$ cat config.mk
export PLATFORM = sky130hd
export DESIGN_NAME = stall_pipe
export DESIGN_NICKNAME = d
export VERILOG_FILES = /design/src/rtl/pstall_pkg.sv /design/src/rtl/stall_resolver.sv /design/src/rtl/pipe_stage.sv /design/src/rtl/stall_pipe.sv
export SDC_FILE = /design/constraint.sdc
export NUM_CORES = 1
export LEC_CHECK = 0
export BUFFER_PORTS_ARGS = -buffer_cell sky130_fd_sc_hd__buf_4
export CAP_MARGIN = 0
export CORE_MARGIN = 10
export CORE_UTILIZATION = 44
export CTS_BUF_LIST = sky130_fd_sc_hd__clkbuf_4 sky130_fd_sc_hd__clkbuf_8
export CTS_CLUSTER_DIAMETER = 40
export CTS_CLUSTER_SIZE = 12
export DETAILED_ROUTE_END_ITERATION = 10
export GPL_ROUTABILITY_DRIVEN = 1
export PLACE_DENSITY = 0.63
export SYNTH_ARGS = -nofsm -noshare
export SYNTH_HDL_FRONTEND = slang
export SYNTH_SLANG_ARGS = --single-unit
$ cat constraint.sdc
create_clock -name clk_i -period 2.6 [get_ports clk_i]
set_clock_uncertainty 0.2 [all_clocks]
set_input_delay 0.65 -clock clk_i [delete_from_list [all_inputs] [get_ports clk_i]]
set_output_delay 0.65 -clock clk_i [all_outputs]
set_load 0.01 [all_outputs]
$ cat src/rtl/pstall_pkg.sv
package pstall_pkg;
  typedef enum logic [1:0] {
    SCOPE_SELF_UP = 2'd0,
    SCOPE_WHOLE   = 2'd1,
    SCOPE_UP_ONLY = 2'd2,
    SCOPE_ALT     = 2'd3
  } scope_e;
endpackage

$ cat src/rtl/stall_resolver.sv
module stall_resolver
  import pstall_pkg::*;
#(
  parameter int unsigned NUM_STAGES = 4
) (
  input  logic [NUM_STAGES-1:0] req_i,
  input  logic [1:0]            scope_i,
  output logic [NUM_STAGES-1:0] hold_o
);
  localparam int unsigned IDX_W = (NUM_STAGES > 1) ? $clog2(NUM_STAGES) : 1;

  logic             any_req;
  logic [IDX_W-1:0] top_idx;
  scope_e           scope;

  assign scope   = scope_e'(scope_i);
  assign any_req = |req_i;

  // highest requester wins
  always_comb begin
    top_idx = '0;
    for (int s = 0; s < NUM_STAGES; s++) begin
      if (req_i[s]) top_idx = IDX_W'(s);
    end
  end

  for (genvar g = 0; g < NUM_STAGES; g++) begin : g_mask
    always_comb begin
      unique case (scope)
        SCOPE_WHOLE:   hold_o[g] = any_req;
        SCOPE_UP_ONLY: hold_o[g] = any_req && (IDX_W'(g) < top_idx);
        default:       hold_o[g] = any_req && (IDX_W'(g) <= top_idx);
      endcase
    end
  end
endmodule

$ cat src/rtl/pipe_stage.sv
module pipe_stage #(
  parameter int unsigned NUM_STAGES = 4,
  parameter int unsigned CNT_W      = 8,
  parameter int unsigned STAGE_IDX  = 0
) (
  input  logic                        clk_i,
  input  logic                        rst_ni,
  input  logic                        adv_i,
  input  logic                        feed_i,
  input  logic                        up_valid_i,
  input  logic [NUM_STAGES*CNT_W-1:0] up_snap_i,
  output logic                        valid_o,
  output logic [NUM_STAGES*CNT_W-1:0] snap_o
);
  localparam int unsigned SNAP_W = NUM_STAGES * CNT_W;

  logic [CNT_W-1:0]  cnt_q;
  logic [CNT_W-1:0]  cnt_nxt;
  logic              valid_q;
  logic [SNAP_W-1:0] snap_q;
  logic [SNAP_W-1:0] snap_nxt;

  assign cnt_nxt = cnt_q + CNT_W'(1);

  // bubble keeps own upstream fields; own field always refreshed
  always_comb begin
    snap_nxt = feed_i ? up_snap_i : snap_q;
    snap_nxt[STAGE_IDX*CNT_W +: CNT_W] = cnt_nxt;
  end

  always_ff @(posedge clk_i or negedge rst_ni) begin
    if (!rst_ni) begin
      cnt_q   <= '0;
      valid_q <= 1'b0;
      snap_q  <= '0;
    end else if (adv_i) begin
      cnt_q   <= cnt_nxt;
      valid_q <= feed_i & up_valid_i;
      snap_q  <= snap_nxt;
    end
  end

  assign valid_o = valid_q;
  assign snap_o  = snap_q;
endmodule

$ cat src/rtl/stall_pipe.sv
module stall_pipe #(
  parameter int unsigned NUM_STAGES = 4,
  parameter int unsigned CNT_W      = 8
) (
  input  logic                        clk_i,
  input  logic                        rst_ni,
  input  logic [NUM_STAGES-1:0]       stall_req_i,
  input  logic [1:0]                  stall_scope_i,
  output logic                        out_valid_o,
  output logic [NUM_STAGES*CNT_W-1:0] out_snap_o,
  output logic [NUM_STAGES-1:0]       stage_stalled_o,
  output logic                        pipe_stalled_o
);
  localparam int unsigned SNAP_W = NUM_STAGES * CNT_W;

  logic [NUM_STAGES-1:0]             hold;
  logic [NUM_STAGES-1:0]             adv;
  logic [NUM_STAGES-1:0]             feed;
  logic [NUM_STAGES-1:0]             valid_w;
  logic [NUM_STAGES-1:0][SNAP_W-1:0] snap_w;
  logic [NUM_STAGES-1:0]             stalled_q;
  logic                              pipe_q;

  stall_resolver #(.NUM_STAGES(NUM_STAGES)) resolver_i (
    .req_i   (stall_req_i),
    .scope_i (stall_scope_i),
    .hold_o  (hold)
  );

  assign adv = ~hold;

  for (genvar g = 0; g < NUM_STAGES; g++) begin : g_stage
    logic              up_valid;
    logic [SNAP_W-1:0] up_snap;
    if (g == 0) begin : g_src
      assign feed[g]  = 1'b1;
      assign up_valid = 1'b1;
      assign up_snap  = '0;
    end else begin : g_link
      assign feed[g]  = adv[g-1];
      assign up_valid = valid_w[g-1];
      assign up_snap  = snap_w[g-1];
    end

    pipe_stage #(
      .NUM_STAGES (NUM_STAGES),
      .CNT_W      (CNT_W),
      .STAGE_IDX  (g)
    ) stage_i (
      .clk_i      (clk_i),
      .rst_ni     (rst_ni),
      .adv_i      (adv[g]),
      .feed_i     (feed[g]),
      .up_valid_i (up_valid),
      .up_snap_i  (up_snap),
      .valid_o    (valid_w[g]),
      .snap_o     (snap_w[g])
    );
  end

  always_ff @(posedge clk_i or negedge rst_ni) begin
    if (!rst_ni) begin
      stalled_q <= '0;
      pipe_q    <= 1'b0;
    end else begin
      stalled_q <= hold;
      pipe_q    <= &hold;
    end
  end

  assign out_valid_o     = valid_w[NUM_STAGES-1];
  assign out_snap_o      = snap_w[NUM_STAGES-1];
  assign stage_stalled_o = stalled_q;
  assign pipe_stalled_o  = pipe_q;
endmodule

==> metrics.md <==
| Metric | Value |
|---|---|
| Status | `finished clean` |
| Post-DP HPWL | `4510 um` |
| Most used DFF post-synth | `dfrtp_1` |
| Hold_buf cts | `0` |
| Final period util | `0.806` |
| Routability congestion estimate | `0.796` |
| First DRT Iteration DRCs | `47` |
| Vias in the first global route | `2,271` |
| Post-CTS Resized | `0` |
| Sum Neg Setup Slack | `0 ns` |
| Number of I/O pins | `46` |
| Pwr Density | `964 nW/um2` |
| Top cells by area, synth | `dfrtp_1 (62%), mux2_2 (11%), nand2_1 (6.2%)` |
| #FFs+latches synth | `89` |
| Synth warnings | `0` |
| Register area share after synthesis | `0.623` |
| Clock Path Buffers | `2` |
| Syn Nets | `292` |
| Synthesized instance count | `278` |
| Count of input and output buffers | `45` |
| Final Hold Viols | `0` |
| Insertion delay to the later sink of the worst-skew pair | `0.35 ns` |
| Via Count | `2,194` |
| Fin area | `4300 um2` |
| Worst min path class | `in -> async` |
| Drt drc | `0` |
| CTS buffer count | `9` |
| First-pass GRT wire length | `11,100 um` |
| Tot Pwr | `4.14 mW` |
| Count leader, synth | `dfrtp_1` |
| Core Util, Final | `0.550` |
| Crit Reg-Reg Endpoint | `g_stage[2].stage_i.cnt_q[6]` |
| Yosys top cell area share | `0.623` |
| R2R cell count | `4` |
| Worst IR Drop VDD | `0.000509 V` |
| Die X-Extent | `110 um` |
| Tot GR Track Use | `0.115` |
| Critical Path RT | `2.64 ns` |
| Mean Syn Cell Area | `12.9 um2` |
| Slew Limit Headroom | `0.641` |
| Register-to-register setup slack | `1.09 ns` |
| Crit Path Class | `in -> reg` |
| Sink Count | `89` |
| DR WL/cell | `14.7 um` |
| First-pass detailed-route iteration total | `5` |
| Nets@finish | `347` |
| Largest net degree at the start of global routing | `42` |
| Final setup violation count | `0` |
| Post-synth cell types | `32` |
| Minimum clock period | `2.10 ns` |
| Layout overhead on the synthesized area | `20.1%` |
| Critical Path End Type | `flip-flop` |
| CORE AREA | `7810 um2` |
| Placement row count | `32` |
| Initial Util | `0.458` |
| RSZ-0062 raised after global routing | `no` |
| Cell taking the most area after synthesis | `dfrtp_1` |
| Congestion Overflow GR | `0` |
| CP Launch Type | `input port` |
| Worst-path clk slew | `0.08 ns` |
| Fmax | `477 MHz` |
| Placed instance area | `4080 um2` |
| Root Buffer | `clkbuf_8` |
| Synthesized cell area | `3580 um2` |
| Die area | `12,100 um2` |
| Max-cap violations | `0` |
| Most frequent cells after synthesis | `dfrtp_1 (89), nand2_1 (59), mux2_2 (35)` |
| Layout cells sized above 1 | `0.323` |
| Static Leak | `2.12 nW` |
| Origin of the critical flop-to-flop path | `g_stage[2].stage_i.cnt_q[0]` |
| Post-synth EDFFs | `0` |
| Antenna Nets Post-Route | `0` |
| H-tree depth | `3` |
| Antenna violations before repair | `0` |
| Diode count | `0` |
| Asr flop ratio synth | `1.00` |
| Crit path max fanout | `11` |
| Postcts setup bufs | `0` |
| Vias/cell | `5.00` |
| Slew Viols, Final | `0` |
| WL final | `6430 um` |
| Worst-Margin Slew | `0.537 ns` |
| CTS tree | `done` |
| Worst path arrival time | `2.14 ns` |
| Die height | `110 um` |
-- logic make-up after synthesis --
family,count (synthesis),synth area share
flops,89,0.623
buf+inv,13,0.0168
mux,36,0.113
compound gates,8,0.0252
fa+ha+maj,6,0.0210
xor+xnor,28,0.0686
simple gates,98,0.133
-- report_power, final --
group	internal (mW)	switching, mW
Clock	0.583	0.448
Sequential	1.78	0.353
Combinational	0.554	0.429
-- registers in the layout (all words and copies together) (netlist names) --
| name | flops |
|---|---|
| g_stage.stage_i.cnt_q | 24 |
| g_stage.stage_i.snap_o | 56 |
| g_stage.stage_i.valid_o | 4 |
| pipe_stalled_o | 1 |
| stage_stalled_o | 4 |
-- critical path: stages --
cell	delay [ns]
buf_4	0.09
inv_1	0.03
ha_1	0.23
nor2b_1	0.13
o32a_2	0.27
nor2_8	0.04
inv_1	0.31
mux2_2	0.38
-- per-layer routing --
| layer | up-vias | part of all wire | track usage | wire length (um) |
|---|---|---|---|---|
| met5 | - | 0 | 0 | 0 |
| met4 | 0 | 0.016 | 0.0495 | 104 |
| met3 | 9 | 0.066 | 0.0337 | 422 |
| met2 | 42 | 0.46 | 0.174 | 2980 |
| met1 | 1094 | 0.45 | 0.149 | 2930 |
| li1 | 1049 | - | - | - |
-- through the flow --
step           hold slack, ns  worst slack, ns  instances
2_1_floorplan           0.154            0.176        278
3_5_place_dp            0.259            0.128        424
4_1_cts                0.0787            0.502        439
3_3_place_gp            0.247            0.158        424
5_1_grt                0.0887            0.372        439
6_report               0.0644            0.504        439
-- cell usage in the layout, fill, tap and decap left out, drive strengths merged --
master   instances
o21ai            1
and4             2
and3             1
a211oi           1
nand2           59
and2             1
nand3            6
clkbuf          12
ha               6
or2              1
nand4            9
mux2            35
dfrtp           89
nand2b           1
nor4             4
a22o             3
xor2            14
nor2b            1
clkinv           1
nor3b            1
mux2i            1
buf             52
nor3             5
a21o             1
a2111oi          1
nor2             6
xnor2           14
o32a             1
bufinv           2
inv              5
nor4b            1
-- worst max-delay path by stage --
stage | from | end | slack (ns) | cells after the start
after floorplan | stall_scope_i[1] | g_stage[0].stage_i.cnt_q[3] | 0.18 | 7
after global placement | stall_scope_i[0] | g_stage[3].stage_i.snap_o[20] | 0.16 | 8
after detailed placement | stall_scope_i[0] | g_stage[3].stage_i.snap_o[21] | 0.13 | 8
after CTS | stall_scope_i[0] | g_stage[3].stage_i.snap_o[19] | 0.50 | 8
after global routing | stall_scope_i[0] | g_stage[3].stage_i.snap_o[21] | 0.37 | 8
final | stall_scope_i[0] | g_stage[3].stage_i.snap_o[21] | 0.50 | 8
-- area by class of cell --
cell class / instances / area (um2)
Timing Repair Buffer: 52 / 415
Fill cell: 672 / 3510
Inverter: 5 / 18.8
Clock inverter: 3 / 65.1
Sequential cell: 89 / 2230
Clock buffer: 12 / 153
Tap cell: 102 / 128
Multi-Input combinational cell: 176 / 1290
(Power assumes the default switching activity.)
